**src/rtl/addr_xlate_pkg.sv**
```systemverilog
package addr_xlate_pkg;

  typedef enum logic [1:0] {
    MMU_NONE  = 2'd0,
    MMU_TLB   = 2'd1,
    MMU_RSVD  = 2'd2,
    MMU_FIXED = 2'd3
  } mmu_mode_e;

  typedef enum logic [1:0] {
    SEG_LOW    = 2'd0,
    SEG_DIRECT = 2'd1,
    SEG_HIGH   = 2'd2
  } seg_e;

  typedef struct packed {
    logic rd;
    logic wr;
    logic lookup;
  } xl_flags_t;

endpackage

```
**src/rtl/xlate_mode_latch.sv**
```systemverilog
module xlate_mode_latch
  import addr_xlate_pkg::*;
(
  input  logic       clk,
  input  logic       rst,
  input  logic [1:0] type_i,
  output mmu_mode_e  mode_o,
  output logic       cfg_err_o
);

  mmu_mode_e mode_q;
  logic      cfg_err_q;

  always_ff @(posedge clk) begin
    if (rst) begin
      mode_q    <= mmu_mode_e'(type_i);
      cfg_err_q <= (type_i == 2'd2);
    end
  end

  assign mode_o    = mode_q;
  assign cfg_err_o = cfg_err_q;

  // outside reset the captured type never moves
  a_r1_mode_held: assert property (@(posedge clk) disable iff (rst)
    !rst |=> $stable(mode_q));

  // the error flag is held together with the type
  a_r1_cfg_held: assert property (@(posedge clk) disable iff (rst)
    !rst |=> $stable(cfg_err_q));

endmodule

```
**src/rtl/xlate_seg_decode.sv**
```systemverilog
module xlate_seg_decode
  import addr_xlate_pkg::*;
(
  input  logic [1:0] top2_i,
  output seg_e       seg_o
);

  always_comb begin
    unique case (top2_i)
      2'b10:   seg_o = SEG_DIRECT;
      2'b11:   seg_o = SEG_HIGH;
      default: seg_o = SEG_LOW;
    endcase
  end

endmodule

```
**src/rtl/xlate_map_core.sv**
```systemverilog
module xlate_map_core
  import addr_xlate_pkg::*;
#(
  parameter int ADDR_W = 32
) (
  input  mmu_mode_e         mode_i,
  input  seg_e              seg_i,
  input  logic [ADDR_W-1:0] va_i,
  input  logic              erl_i,
  output logic [ADDR_W-1:0] pa_o,
  output xl_flags_t         fl_o
);

  localparam logic [ADDR_W-1:0] LOW_OFS     = {2'b01, {(ADDR_W-2){1'b0}}};
  localparam logic [ADDR_W-1:0] DIRECT_MASK = {3'b000, {(ADDR_W-3){1'b1}}};

  always_comb begin
    pa_o = va_i;
    fl_o = '{rd: 1'b1, wr: 1'b1, lookup: 1'b0};
    unique case (mode_i)
      MMU_FIXED: begin
        case (seg_i)
          SEG_LOW:    if (!erl_i) pa_o = va_i + LOW_OFS;
          SEG_DIRECT: pa_o = va_i & DIRECT_MASK;
          default:    pa_o = va_i;
        endcase
      end
      MMU_TLB: begin
        case (seg_i)
          SEG_LOW:    if (!erl_i) fl_o = '{rd: 1'b0, wr: 1'b0, lookup: 1'b1};
          SEG_DIRECT: pa_o = va_i & DIRECT_MASK;
          default:    fl_o = '{rd: 1'b0, wr: 1'b0, lookup: 1'b1};
        endcase
      end
      MMU_RSVD: fl_o = '{rd: 1'b0, wr: 1'b0, lookup: 1'b0};
      default:  pa_o = va_i;
    endcase
  end

endmodule

```
**src/rtl/xlate_tlbop_guard.sv**
```systemverilog
module xlate_tlbop_guard
  import addr_xlate_pkg::*;
#(
  parameter int TLB_OPS = 4
) (
  input  mmu_mode_e          mode_i,
  input  logic [TLB_OPS-1:0] op_i,
  output logic               reject_o
);

  assign reject_o = (|op_i) && (mode_i != MMU_TLB);

endmodule

```
**src/rtl/addr_xlate_top.sv**
```systemverilog
module addr_xlate_top
  import addr_xlate_pkg::*;
#(
  parameter int ADDR_W  = 32,
  parameter int TLB_OPS = 4
) (
  input  logic               clk,
  input  logic               rst,
  input  logic [1:0]         mmu_type_i,
  input  logic               req_i,
  input  logic [ADDR_W-1:0]  vaddr_i,
  input  logic               erl_i,
  input  logic [TLB_OPS-1:0] tlb_op_i,
  output logic               vld_o,
  output logic [ADDR_W-1:0]  paddr_o,
  output logic               rd_ok_o,
  output logic               wr_ok_o,
  output logic               tlb_lookup_o,
  output logic               rsvd_instr_o,
  output logic               cfg_err_o
);

  localparam logic [ADDR_W-1:0] LOW_OFS = {2'b01, {(ADDR_W-2){1'b0}}};

  mmu_mode_e         mode;
  seg_e              seg;
  logic [ADDR_W-1:0] pa_next;
  xl_flags_t         fl_next;
  logic              reject;

  xlate_mode_latch u_mode (
    .clk       (clk),
    .rst       (rst),
    .type_i    (mmu_type_i),
    .mode_o    (mode),
    .cfg_err_o (cfg_err_o)
  );

  xlate_seg_decode u_seg (
    .top2_i (vaddr_i[ADDR_W-1:ADDR_W-2]),
    .seg_o  (seg)
  );

  xlate_map_core #(.ADDR_W(ADDR_W)) u_map (
    .mode_i (mode),
    .seg_i  (seg),
    .va_i   (vaddr_i),
    .erl_i  (erl_i),
    .pa_o   (pa_next),
    .fl_o   (fl_next)
  );

  xlate_tlbop_guard #(.TLB_OPS(TLB_OPS)) u_guard (
    .mode_i   (mode),
    .op_i     (tlb_op_i),
    .reject_o (reject)
  );

  always_ff @(posedge clk) begin
    if (rst) begin
      vld_o        <= 1'b0;
      paddr_o      <= '0;
      rd_ok_o      <= 1'b0;
      wr_ok_o      <= 1'b0;
      tlb_lookup_o <= 1'b0;
      rsvd_instr_o <= 1'b0;
    end else begin
      vld_o        <= req_i;
      rsvd_instr_o <= reject;
      if (req_i) begin
        paddr_o      <= pa_next;
        rd_ok_o      <= fl_next.rd;
        wr_ok_o      <= fl_next.wr;
        tlb_lookup_o <= fl_next.lookup;
      end
    end
  end

  // identity mode returns the requested address
  a_r2_identity: assert property (@(posedge clk) disable iff (rst)
    (!$past(rst) && vld_o && mode == MMU_NONE) |-> paddr_o == $past(vaddr_i));

  // fixed low segment with error level clear is offset
  a_r3_low_offset: assert property (@(posedge clk) disable iff (rst)
    (!$past(rst) && vld_o && mode == MMU_FIXED && !$past(vaddr_i[ADDR_W-1]) && !$past(erl_i))
      |-> paddr_o == $past(vaddr_i) + LOW_OFS);

  // no-TLB styles always grant access and never miss
  a_r7_never_miss: assert property (@(posedge clk) disable iff (rst)
    (vld_o && (mode == MMU_NONE || mode == MMU_FIXED)) |-> (rd_ok_o && wr_ok_o && !tlb_lookup_o));

  // a lookup request only happens in TLB mode and carries no permission
  a_r8_lookup_no_perm: assert property (@(posedge clk) disable iff (rst)
    tlb_lookup_o |-> (mode == MMU_TLB && !rd_ok_o && !wr_ok_o));

  // the reserved type never grants or delegates
  a_r10_cfg_err_quiet: assert property (@(posedge clk) disable iff (rst)
    (vld_o && cfg_err_o) |-> (!rd_ok_o && !wr_ok_o && !tlb_lookup_o));

  // a TLB operation without a TLB is flagged one cycle later
  a_r11_reject: assert property (@(posedge clk) disable iff (rst)
    (!$past(rst) && $past(|tlb_op_i) && mode != MMU_TLB) |-> rsvd_instr_o);

  // TLB mode never flags a TLB operation
  a_r11_tlb_accepts: assert property (@(posedge clk) disable iff (rst)
    rsvd_instr_o |-> mode != MMU_TLB);

  // a response follows every request
  a_r12_valid_follows: assert property (@(posedge clk) disable iff (rst)
    req_i |=> vld_o);

  // results hold while idle
  a_r12_hold: assert property (@(posedge clk) disable iff (rst)
    !req_i |=> ($stable(paddr_o) && !vld_o));

endmodule

```
**config.mk**
```make
export PLATFORM = sky130hd
export DESIGN_NAME = addr_xlate_top
export DESIGN_NICKNAME = d
export VERILOG_FILES = /design/src/rtl/addr_xlate_pkg.sv /design/src/rtl/xlate_mode_latch.sv /design/src/rtl/xlate_seg_decode.sv /design/src/rtl/xlate_map_core.sv /design/src/rtl/xlate_tlbop_guard.sv /design/src/rtl/addr_xlate_top.sv
export SDC_FILE = /design/constraint.sdc
export NUM_CORES = 1
export LEC_CHECK = 0
export BUFFER_PORTS_ARGS = -buffer_cell sky130_fd_sc_hd__buf_2
export CAP_MARGIN = 40
export CELL_PAD_IN_SITES_DETAIL_PLACEMENT = 0
export CELL_PAD_IN_SITES_GLOBAL_PLACEMENT = 1
export CORE_MARGIN = 2
export CORE_UTILIZATION = 30
export DETAILED_ROUTE_END_ITERATION = 16
export PLACE_DENSITY = 0.76
export SETUP_SLACK_MARGIN = 0.2
export SLEW_MARGIN = 10
export SYNTH_ARGS = -nofsm -noshare
export SYNTH_HDL_FRONTEND = slang
export SYNTH_SLANG_ARGS = --single-unit
```
**constraint.sdc**
```tcl
create_clock -name clk -period 1.4 [get_ports clk]
set_clock_uncertainty 0.05 [all_clocks]
set_input_delay 0.21 -clock clk [delete_from_list [all_inputs] [get_ports clk]]
set_output_delay 0.21 -clock clk [all_outputs]
set_load 0.01 [all_outputs]
```
After elaboration in Yosys (flattened, before gate mapping)
Index checks and enable logic that the tools add are counted.
{"block": "word_totals", "register_bits": 40, "latch_bits": 0, "ram_bits": 0, "rom_bits": 0, "input_bits": 42, "out_inout_bits": 38, "elab_cells": 28, "n_memories": 0}
{"block": "classes", "addsub": 1, "multipliers": 0, "div_mod_pow": 0, "order_cmp": 0, "eq_ne": 8, "shifts": 0, "n_mux": 8, "bitwise": 0, "reduce_logical": 3}
{"op": "32-bit one-hot mux with 2 select lines", "n": 2}
{"op": "32-bit 2-to-1 mux", "n": 2}
{"op": "32-bit by 31-bit adder with 32-bit output, second input constant", "n": 1}
{"op": "3-bit one-hot mux with 2 select lines", "n": 2}
{"op": "2-bit == test, second input constant", "n": 5}
{"op": "2-bit by 1-bit == test with 1-bit output, second input constant", "n": 2}
{"op": "2-bit one-hot mux with 2 select lines", "n": 1}
{"op": "4-bit OR reduction", "n": 1}
{"op": "3-bit 2-to-1 mux", "n": 1}
{"op": "2-bit logical NOT", "n": 1}
{"op": "2-bit by 1-bit inequality test with 1-bit output, second input constant", "n": 1}
{"op": "1-bit logical AND", "n": 1}

Logic depth before layout (Yosys ltp)
Gate-level depths: netlist of the first run.
{"block": "logic_depth", "ltp_word": 5, "depth_mapped": 6, "ltp_nobuf": 5}

Cells and area by module
Synthesis of the first run repeated with hierarchy kept, for this count alone.
{"block": "hier_totals", "cells_unflattened": 172, "area_unflattened_um2": 1798.0}
{"mod": "addr_xlate_top", "n_inst": 1, "cells_per_inst": 117, "area_each_um2": 1326.3, "seq_area_each_um2": 740.7}
{"mod": "xlate_map_core", "n_inst": 1, "cells_per_inst": 46, "area_each_um2": 336.6, "seq_area_each_um2": 0.0}
{"mod": "xlate_mode_latch", "n_inst": 1, "cells_per_inst": 4, "area_each_um2": 103.8, "seq_area_each_um2": 90.1}
{"mod": "xlate_seg_decode", "n_inst": 1, "cells_per_inst": 2, "area_each_um2": 16.3, "seq_area_each_um2": 0.0}
{"mod": "xlate_tlbop_guard", "n_inst": 1, "cells_per_inst": 3, "area_each_um2": 15.0, "seq_area_each_um2": 0.0}

Worst setup path after synthesis of the first run
OpenSTA, ideal clock, no wires.
{"block": "synth_timing", "kind": "flip-flop to flip-flop", "from": "reg u_mode.mode_q[1] (netlist: u_mode.mode_o[1])", "to": "reg paddr_o[30]", "setup_ps": 88, "t_arrival_ps": 1182, "t_required_ps": 1262, "slack_ps": 80, "path_stages_with_launch": 7, "n_path_buf": 1, "period_less_slack_ps": 1320, "cell_sequence": "edfxtp_1 inv_1 ha_1 buf_6 mux2i_1 nand2_1 a311oi_2"}
{"block": "synth_between", "elab_chain_len": 2, "elab_cells_between_ends": 3, "cone_classes": "eq/ne (2); mux (1)"}
{"element": "from (decl)", "line": "xlate_mode_latch.sv:11", "rtl": "mmu_mode_e mode_q;"}
{"element": "from (signal assigned)", "line": "xlate_mode_latch.sv:16", "rtl": "mode_q <= mmu_mode_e'(type_i);"}
{"element": "2-bit by 1-bit == test with 1-bit output / 2-bit == test (equally long branches)", "line": "xlate_map_core.sv:20", "rtl": "unique case (mode_i)"}
{"element": "32-bit one-hot mux with 2 select lines *", "line": "xlate_map_core.sv:20"}
{"element": "to (signal assigned)", "line": "addr_xlate_top.sv:71", "rtl": "paddr_o <= pa_next;"}
{"element": "to (decl)", "line": "addr_xlate_top.sv:15", "rtl": "output logic [ADDR_W-1:0] paddr_o,"}
Every way passes the cells marked *; elsewhere a longest branch is shown, timed or not.
A chain may end at the register's enable or synchronous reset.

Worst setup path after layout of the first run
Same ends and word-level chain as after synthesis.

==> flow_summary_export.csv, run 1 <==
group,metric,value,unit
drt,drt.antenna.violating_nets,0,
sta,final-max-slew-violation-count,0,
logic_synthesis,synthDistinctLibCells,28,
sta,maxClockFrequency,780,MHz
power,vdd_ir_drop_max,0.000531,V
cts,cts_buffers,5,
drt,vias_per_cell,4.27,
job,drv_cap,0,
layout,highest_count_cells_in_the_layout_ignoring_fill_and_taps,"sky130_fd_sc_hd__buf_2, sky130_fd_sc_hd__dfxtp_1, sky130_fd_sc_hd__nor2_1",
worst_setup_path,worstPathCellList,"inv_2, ha_4, mux2i_1, nand2_1, a311oi_2",
logic_synthesis,post_synth.cell_area_avg,10.7,µm²
worst_setup_path,crit_required,1.55,ns
power,clockPowerShare,0.373,
placement,gp_congestion,0.678,
logic_synthesis,synthTopCellsByArea,"sky130_fd_sc_hd__dfxtp_1, sky130_fd_sc_hd__mux2i_1, sky130_fd_sc_hd__nor2_1",
logic_synthesis,synthFlopType,"sky130_fd_sc_hd__dfxtp_1",
power,power_report.internal_total,1.96,mW
cts,clkTransAtPathRegs,0.07,ns
drt,drc,0,
cts,clock_tree.root_cell,"sky130_fd_sc_hd__clkbuf_8",
run_status,status,"completed",
logic_synthesis,post_synth_fa_ha_maj_area_fraction,0.0471,
logic_synthesis,post_synth_mux_area_share,0.188,
sta,timing.setup.tns,0,ns
power,comb_power_share,0.147,
global_route,groute.usage.overall,0.119,
logic_synthesis,synth.ff_latch_count,39,
worst_setup_path,element_type_at_the_critical_path_start,"flip-flop",
sta,layout_setup_ws,0.118,ns
logic_synthesis,synth-async-reset-ratio,0,
placement,post-dp-hpwl,2320,µm
cts,h-tree-depth,2,
logic_synthesis,synth_compound_area_frac,0.0628,
drt,first_pass_iters,4,
cts,postCtsHoldBufs,0,
floorplan,die_height,76.9,µm
worst_setup_path,critical_path_class,"reg -> reg",
power,power.sequential.fraction,0.480,
worst_setup_path,critPathArrivalTime,1.43,ns
sta,setup_repair_after_global_routing_missed_its_margin,"true",
logic_synthesis,largest_family_of_logic_cells_by_synthesized_area,"multiplexers",
floorplan,overall_die_width,76.9,µm
logic_synthesis,synth_top_cell_area_share,0.452,
global_route,initial_antenna_violation_count,0,
logic_synthesis,synthSimpleGateAreaFrac,0.132,
cts,cts.sinks,39,
logic_synthesis,synth-edff-count,3,
cts,clockBufferDepth,2,
drt,drt-wirelength-per-cell,10.8,µm
placement,portBuffers,79,
hold_path,timing.hold.worst_path_depth,1,
worst_setup_path,critPathTopFamily,"flip-flops",
floorplan,area_of_the_core,0.00511,mm²
worst_setup_path,critical_path.max_fanout,5,
cts,cts_tree,"yes",
layout,antenna_cells_inserted,0,
drt,drt_iter0_markers,67,
logic_synthesis,mappedNetlistNets,197,
floorplan,pin_count,80,
logic_synthesis,syn_area,0.00159,mm²
sta,final-setup-viol-count,0,
sta,final_period_minus_worst_setup_slack,1.28,ns
worst_setup_path,timing.critical_path.slowest_cell_delay,0.44,ns
power,static-leakage-power,1.13,nW
sta,worst-slew-pin-transition,0.286,ns
layout,mostFrequentLayoutCell,"sky130_fd_sc_hd__buf_2",
placement,dpl_worst_slack,0.0187,ns
logic_synthesis,postSynthCellCount,149,
cts,worst_skew_pair.late_latency,0.28,ns
sta,max_slew_headroom,0.809,
logic_synthesis,ys.warnings.count,0,
logic_synthesis,synth.yosys.seq_area_share,0.509,
logic_synthesis,synth-xor-area-share,0,
worst_setup_path,cpMaxStageDelayCell,"sky130_fd_sc_hd__edfxtp_1",
hold_path,hp-class,"in -> reg",
global_route,grt_pass1_vias,1301,
power,power_per_cell_area,1160,mW/mm²
global_route,global_route_wire_length_before_repair,5660,µm
worst_setup_path,worstPathBufferInverterCount,1,
sta,hold_violations,0,
worst_setup_path,critical_path_depth,5,
global_route,grt_max_degree,29,
sta,holdWs,0.0671,ns
sta,finalCritPeriodShare,0.916,
power,netSwitchingPower,600,µW
worst_setup_path,r2r.worst_path.cells,5,
power,total_power,2.56,mW
floorplan,initial_core_util,0.312,
global_route,overflow,0,
floorplan,rows,26,
logic_synthesis,post-synth-top-area-cell,"sky130_fd_sc_hd__dfxtp_1",
layout,areaGrowthSynthToFinish,38.3,%
layout,finish.net_count,279,
floorplan,design.die.area,0.00591,mm²
power,sw_frac_of_total,0.234,
drt,num_vias,1291,
layout,fraction_of_final_layout_cells_with_drive_strength_greater_than_1,0.440,
layout,fillCellCount,521,
drt,wirelength,3270,µm
worst_setup_path,setup.worst_path.end_class,"flip-flop",
[power groups by stage]
stage	Combinational, mW	Clock (mW)	Sequential [mW]
final	0.377	0.955	1.23
after global routing	0.420	1.04	1.24
after CTS	0.380	0.995	1.23
after detailed placement	0.369	0	1.25
after global placement	0.362	0	1.25
after floorplan	0.182	0	1.28
[final timing paths]
path	slack, ns	to	startpoint
worst max-delay path	0.12	paddr_o[30]$_SDFFE_PP0P_	u_mode.mode_o[1]$_DFFE_PP_
worst min-delay path	0.07	u_mode.mode_o[1]$_DFFE_PP_	mmu_type_i[1]
worst max register to register	0.12	paddr_o[30]$_SDFFE_PP0P_	u_mode.mode_o[1]$_DFFE_PP_
worst min register to register	0.43	tlb_lookup_o$_SDFFE_PP0P_	tlb_lookup_o$_SDFFE_PP0P_
[flip-flops by register name (all words and copies together) (netlist names)]
register / flops
paddr_o: 32
rd_ok_o: 1
rsvd_instr_o: 1
tlb_lookup_o: 1
u_mode.cfg_err_o: 1
u_mode.mode_o: 2
vld_o: 1
[per-layer routing]
layer / GRT usage / routed length, µm
met3: 0.0529 / 318
met4: 0.0382 / 36
met5: 0 / 0
met1: 0.146 / 1530
met2: 0.186 / 1390
[worst register-to-register path, delay by kind of cell, from the launching register on]
family,cells,cell delay [ns]
AOI/OAI and AO/OA,1,0.18
DFF,1,0.44
adders and majority gates,1,0.17
buffers and inverters,1,0.10
muxes,1,0.18
and+or+nand+nor,1,0.08
[timing repair]
action	4_1_cts	5_1_grt
gates cloned	0	0
gates resized for setup	4	1
hold endpoints to repair	0	0
endpoints found under the setup margin	4	5
buffers inserted	2	0
[synth_stat cells (2+ instances only)]
cell type / n
sky130_fd_sc_hd__buf_4: 4
sky130_fd_sc_hd__edfxtp_1: 3
sky130_fd_sc_hd__buf_6: 2
sky130_fd_sc_hd__a21oi_1: 2
sky130_fd_sc_hd__nor2b_1: 3
sky130_fd_sc_hd__nand2_1: 2
sky130_fd_sc_hd__buf_2: 3
sky130_fd_sc_hd__a311oi_2: 2
sky130_fd_sc_hd__dfxtp_1: 36
sky130_fd_sc_hd__nand2b_1: 3
sky130_fd_sc_hd__nor3_1: 2
sky130_fd_sc_hd__ha_1: 6
sky130_fd_sc_hd__nor2_1: 31
sky130_fd_sc_hd__inv_1: 7
sky130_fd_sc_hd__mux2i_1: 30
[per-stage QoR]
| step | util | std cells | area (µm²) |
|---|---|---|---|
| floorplan | - | 149 | 1600 |
| global placement | 0.402 | 292 | 2050 |
| detailed placement | 0.402 | 292 | 2050 |
| CTS | 0.431 | 302 | 2200 |
| global route | 0.432 | 302 | 2200 |
| finish | 0.432 | 302 | 2200 |
[layout make-up]
| type | count | area (µm²) | area share |
|---|---|---|---|
| clock buffers | 6 | 82.6 | 0.0375 |
| clock inverters | 2 | 35.0 | 0.0159 |
| inverters | 7 | 26.3 | 0.0119 |
| multi-input cells | 93 | 709 | 0.322 |
| flip-flops and latches | 39 | 811 | 0.368 |
| well taps | 70 | 87.6 | 0.0397 |
| repair buffers | 85 | 453 | 0.205 |
[cells by family after synthesis]
logic type / count (synthesis)
buf+inv: 17
compound gates: 11
mux: 30
fa+ha+maj: 6
simple gates: 46
flops: 39
Power figures use the tool's default switching activity.
==> run 2, diff against run 1 <==
--- a/config.mk
+++ b/config.mk
@@ -12,6 +12,7 @@
 export CORE_MARGIN = 2
 export CORE_UTILIZATION = 30
 export DETAILED_ROUTE_END_ITERATION = 16
+export GPL_TIMING_DRIVEN = 0
 export PLACE_DENSITY = 0.76
 export SETUP_SLACK_MARGIN = 0.2
 export SLEW_MARGIN = 10
==> flow_summary_export.csv, run 2 (synthesized netlist as in run 1, its figures left out) <==
group,metric,value,unit
sta,final_period_minus_worst_setup_slack,1.36,ns
placement,gp_congestion,0.745,
worst_setup_path,timing.rr.start,"u_mode.mode_o[1]$_DFFE_PP_",
floorplan,overall_die_width,76.9,µm
floorplan,design.die.area,0.00591,mm²
cts,cts_buffers,5,
drt,num_vias,1306,
cts,worst_skew_pair.late_latency,0.29,ns
sta,worst-slew-pin-transition,0.421,ns
power,static-leakage-power,1.15,nW
global_route,groute.usage.overall,0.116,
layout,top_register,"paddr_o",
drt,drt_iter0_markers,44,
worst_setup_path,critical_path.startpoint,"u_mode.mode_o[1]$_DFFE_PP_",
worst_setup_path,crit-reg2reg-capture,"paddr_o[30]$_SDFFE_PP0P_",
floorplan,initial_core_util,0.312,
global_route,grt_pass1_vias,1239,
layout,max_ffs_per_register,32,
cts,cts.sinks,39,
cts,cts_tree,"yes",
cts,clkTransAtPathRegs,0.07,ns
floorplan,die_height,76.9,µm
floorplan,rows,26,
hold_path,timing.hold.worst.start,"mmu_type_i[1]",
floorplan,area_of_the_core,0.00511,mm²
worst_setup_path,element_type_at_the_critical_path_start,"flip-flop",
hold_path,hp-class,"in -> reg",
sta,maxClockFrequency,733,MHz
cts,clock_tree.root_cell,"sky130_fd_sc_hd__clkbuf_8",
worst_setup_path,crit_end,"paddr_o[30]$_SDFFE_PP0P_",
placement,post-dp-hpwl,2420,µm
layout,fraction_of_final_layout_cells_with_drive_strength_greater_than_1,0.456,
cts,h-tree-depth,2,
power,vdd_ir_drop_max,0.000447,V
layout,areaGrowthSynthToFinish,40.3,%
sta,hold_violations,0,
drt,drt-wirelength-per-cell,10.7,µm
drt,vias_per_cell,4.23,
worst_setup_path,r2r.worst_path.cells,6,
drt,first_pass_iters,2,
worst_setup_path,critical_path_class,"reg -> reg",
floorplan,pin_count,80,
global_route,overflow,0,
sta,finalCritPeriodShare,0.974,
sta,setup_repair_after_global_routing_missed_its_margin,"true",
layout,final_design_area_no_fill,0.00224,mm²
layout,utilization,0.438,
global_route,global_route_wire_length_before_repair,5550,µm
drt,drt.antenna.violating_nets,0,
placement,portBuffers,78,
cts,postCtsHoldBufs,0,
placement,dpl-instance-area,0.00207,mm²
layout,highest_count_cells_in_the_layout_ignoring_fill_and_taps,"sky130_fd_sc_hd__buf_2, sky130_fd_sc_hd__dfxtp_1, sky130_fd_sc_hd__nor2_1",
worst_setup_path,critical_path.max_fanout,5,
worst_setup_path,critPathArrivalTime,1.51,ns
layout,finish.net_count,286,
layout,mostFrequentLayoutCell,"sky130_fd_sc_hd__buf_2",
drt,drc,0,
run_status,status,"completed",
sta,max_slew_headroom,0.719,
global_route,grt_max_degree,13,
cts,clockBufferDepth,2,
drt,wirelength,3310,µm
sta,final-setup-viol-count,0,
worst_setup_path,crit_required,1.55,ns
sta,final-max-slew-violation-count,0,
job,drv_cap,0,
worst_setup_path,regToRegSetupSlack,0.04,ns
power,power_per_cell_area,1090,mW/mm²
worst_setup_path,setup.worst_path.end_class,"flip-flop",
global_route,initial_antenna_violation_count,0,
layout,antenna_cells_inserted,0,
## run 2: how the worst min path moves through the flow
stage / to / slack, ns / cells after the start
6_report: u_mode.mode_o[1]$_DFFE_PP_ / 0.06 / 1
2_1_floorplan: u_mode.mode_o[0]$_DFFE_PP_ / 0.26 / 0
5_1_grt: u_mode.mode_o[0]$_DFFE_PP_ / 0.05 / 1
3_3_place_gp: u_mode.mode_o[1]$_DFFE_PP_ / 0.36 / 1
3_5_place_dp: u_mode.mode_o[1]$_DFFE_PP_ / 0.36 / 1
4_1_cts: u_mode.mode_o[1]$_DFFE_PP_ / 0.05 / 1
## run 2: metal layers
metal	vias to the layer above	part of all wire	global-route usage
li1	677	-	-
met1	570	0.46	0.144
met2	54	0.44	0.179
met3	5	0.090	0.0447
met4	0	0.015	0.0491
met5	-	0	0
## run 2: critical path: stages (launching register included)
cell,delay [ns]
sky130_fd_sc_hd__edfxtp_1,0.42
sky130_fd_sc_hd__inv_1,0.08
sky130_fd_sc_hd__ha_2,0.16
sky130_fd_sc_hd__buf_6,0.11
sky130_fd_sc_hd__mux2i_1,0.18
sky130_fd_sc_hd__nand2_1,0.08
sky130_fd_sc_hd__a311oi_2,0.19
## run 2: stage by stage
step | setup TNS [ns] | total power, mW | setup WS, ns | cells | hold slack [ns]
3_5_place_dp | 0 | 1.63 | 0.0320 | 297 | 0.357
3_3_place_gp | 0 | 1.62 | 0.0519 | 297 | 0.358
6_report | 0 | 2.45 | 0.0365 | 309 | 0.0594
2_1_floorplan | 0 | 1.47 | 0.125 | 149 | 0.259
5_1_grt | -0.106 | 2.59 | -0.103 | 309 | 0.0462
4_1_cts | 0 | 2.49 | 0.0351 | 309 | 0.0461
## run 2: repair_timing
item / 4_1_cts / 5_1_grt
endpoints found under the setup margin: 3 / 6
pin swaps: 2 / 4
setup buffers: 4 / 0
gates resized for setup: 2 / 3
## run 2: power by group
part           switching, mW  total, mW  internal (mW)
logic                  0.193      0.393          0.200
clock network          0.383      0.831          0.448
registers             0.0312       1.22           1.19
total                  0.607       2.45           1.84
## run 2: area by class of cell
cell class,count,area [µm²]
buffer,10,71.3
clock buffer,7,96.3
clock inverter,1,7.51
fill,527,2870
inverter,7,26.3
multi-input combinational,93,717
sequential,39,811
tap,70,87.6
timing repair buffer,82,420
==> run 3, diff against run 2 <==
==> constraint.sdc (replaced) <==
create_clock -name clk -period 1.2 [get_ports clk]
set_clock_uncertainty 0.05 [all_clocks]
set_input_delay 0.18 -clock clk [delete_from_list [all_inputs] [get_ports clk]]
set_output_delay 0.18 -clock clk [all_outputs]
set_load 0.01 [all_outputs]
==> flow_summary_export.csv, run 3 (synthesized netlist as in run 1, its figures left out) <==
group,metric,value,unit
worst_setup_path,crit_required,1.37,ns
floorplan,die_height,76.9,µm
sta,final_period_minus_worst_setup_slack,1.31,ns
power,total_power,2.87,mW
power,static-leakage-power,1.21,nW
cts,h-tree-depth,2,
cts,worst_skew_pair.late_latency,0.29,ns
floorplan,rows,26,
cts,cts_buffers,5,
placement,gp_congestion,0.680,
floorplan,overall_die_width,76.9,µm
layout,highest_count_cells_in_the_layout_ignoring_fill_and_taps,"sky130_fd_sc_hd__buf_2, sky130_fd_sc_hd__dfxtp_2, sky130_fd_sc_hd__nor2_1",
layout,antenna_cells_inserted,0,
hold_path,timing.hold.worst_path_depth,1,
sta,layout_setup_ws,-0.111,ns
worst_setup_path,critical_path.max_fanout,2,
layout,areaGrowthSynthToFinish,55.3,%
cts,clkTransAtPathRegs,0.08,ns
worst_setup_path,r2r.worst_path.cells,6,
sta,finalCritPeriodShare,1.09,
floorplan,initial_core_util,0.312,
worst_setup_path,timing.rr.start,"u_mode.mode_o[1]$_DFFE_PP_",
placement,portBuffers,78,
drt,vias_per_cell,4.34,
job,drv_cap,0,
placement,post-dp-hpwl,2490,µm
worst_setup_path,critPathArrivalTime,1.48,ns
sta,max_slew_headroom,0.680,
layout,top_register,"paddr_o",
global_route,overflow,0,
sta,timing.setup.tns,-0.436,ns
worst_setup_path,setup.worst_path.end_class,"flip-flop",
worst_setup_path,crit-reg2reg-capture,"tlb_lookup_o$_SDFFE_PP0P_",
sta,final-setup-viol-count,5,
global_route,grt_max_degree,14,
worst_setup_path,timing.critical_path.slowest_cell_delay,0.39,ns
worst_setup_path,worstPathCellList,"buf_4, buf_4, ha_4, nor2b_1, nand4_1, a21oi_1",
power,power_per_cell_area,1160,mW/mm²
hold_path,timing.hold.worst.start,"mmu_type_i[0]",
hold_path,min_delay_worst_endpoint,"u_mode.mode_o[0]$_DFFE_PP_",
placement,dpl-instance-area,0.00207,mm²
layout,mostFrequentLayoutCell,"sky130_fd_sc_hd__buf_2",
run_status,status,"complete, but fails checks",
cts,clock_tree.root_cell,"sky130_fd_sc_hd__clkbuf_8",
drt,drt-wirelength-per-cell,11.4,µm
hold_path,hp-class,"in -> reg",
sta,final-max-slew-violation-count,0,
power,vdd_ir_drop_max,0.000609,V
layout,fraction_of_final_layout_cells_with_drive_strength_greater_than_1,0.601,
cts,cts_tree,"yes",
worst_setup_path,critPathTopFamily,"flip-flops",
drt,first_pass_iters,3,
layout,final_design_area_no_fill,0.00247,mm²
layout,finish.net_count,290,
floorplan,design.die.area,0.00591,mm²
worst_setup_path,cpMaxStageDelayCell,"sky130_fd_sc_hd__edfxtp_1",
sta,worst-slew-pin-transition,0.475,ns
sta,setup_repair_after_global_routing_missed_its_margin,"true",
global_route,groute.usage.overall,0.121,
worst_setup_path,regToRegSetupSlack,-0.11,ns
worst_setup_path,worstPathBufferInverterCount,2,
floorplan,area_of_the_core,0.00511,mm²
global_route,grt_pass1_vias,1251,
worst_setup_path,critical_path_class,"reg -> reg",
drt,drc,0,
drt,num_vias,1358,
worst_setup_path,cp_common_cell,"sky130_fd_sc_hd__buf_4",
worst_setup_path,element_type_at_the_critical_path_start,"flip-flop",
cts,clockBufferDepth,2,
drt,wirelength,3580,µm
global_route,global_route_wire_length_before_repair,5680,µm
drt,drt.antenna.violating_nets,0,
floorplan,pin_count,80,
sta,holdWs,0.0390,ns
drt,drt_iter0_markers,27,
run_status,failed_checks,"setup timing",
global_route,initial_antenna_violation_count,0,
layout,max_ffs_per_register,32,
sta,hold_violations,0,
layout,utilization,0.485,
sta,maxClockFrequency,763,MHz
cts,cts.sinks,39,
-- run 3: how the worst max path moves through the flow --
stage	from	to	slack [ns]	cells after the start
after floorplan	u_mode.mode_o[1]$_DFFE_PP_	paddr_o[30]$_SDFFE_PP0P_	-0.08	6
after global placement	u_mode.mode_o[1]$_DFFE_PP_	paddr_o[30]$_SDFFE_PP0P_	-0.17	6
after detailed placement	u_mode.mode_o[1]$_DFFE_PP_	paddr_o[30]$_SDFFE_PP0P_	-0.16	6
after CTS	u_mode.mode_o[1]$_DFFE_PP_	tlb_lookup_o$_SDFFE_PP0P_	-0.12	6
after global routing	u_mode.mode_o[1]$_DFFE_PP_	paddr_o[30]$_SDFFE_PP0P_	-0.22	6
final	u_mode.mode_o[1]$_DFFE_PP_	tlb_lookup_o$_SDFFE_PP0P_	-0.11	6
-- run 3: what timing repair did --
| item | 4_1_cts | 5_1_grt |
|---|---|---|
| gates resized for setup | 19 | 49 |
| setup buffers | 4 | 3 |
| pin swaps | 6 | 1 |
| hold endpoints to repair | 0 | 1 |
| hold buffers | 0 | 1 |
| setup endpoints to repair | 21 | 42 |
| gates cloned | 0 | 0 |
-- run 3: metal layers --
metal / up-vias / part of all wire / GRT usage
met5: - / 0 / 0
met4: 0 / 0.0031 / 0.0382
met3: 2 / 0.079 / 0.0529
met2: 47 / 0.49 / 0.193
met1: 625 / 0.43 / 0.147
li1: 684 / - / -
-- run 3: power by group --
group,switching [mW],total [mW],internal [mW]
Combinational,0.237,0.543,0.306
Clock,0.467,0.871,0.404
Sequential,0.0472,1.45,1.41
-- run 3: stage by stage --
step / instances / setup slack, ns
CTS: 309 / -0.121
detailed placement: 297 / -0.164
floorplan: 149 / -0.0752
global placement: 297 / -0.166
global route: 313 / -0.220
finish: 313 / -0.111
-- run 3: layout make-up --
| type | instances | area, µm² |
|---|---|---|
| buffer | 10 | 76.3 |
| inverter | 7 | 26.3 |
| fill | 490 | 2630 |
| timing repair buffer | 86 | 611 |
| tap | 70 | 87.6 |
| multi-input combinational | 93 | 733 |
| clock inverter | 3 | 20.0 |
| clock buffer | 5 | 68.8 |
| sequential | 39 | 852 |
-- run 3: worst register-to-register path, stage by stage (launching register included) --
cell                       delay [ns]
sky130_fd_sc_hd__edfxtp_1        0.39
sky130_fd_sc_hd__buf_4           0.16
sky130_fd_sc_hd__buf_4           0.13
sky130_fd_sc_hd__ha_4            0.20
sky130_fd_sc_hd__nor2b_1         0.11
sky130_fd_sc_hd__nand4_1         0.08
sky130_fd_sc_hd__a21oi_1         0.12
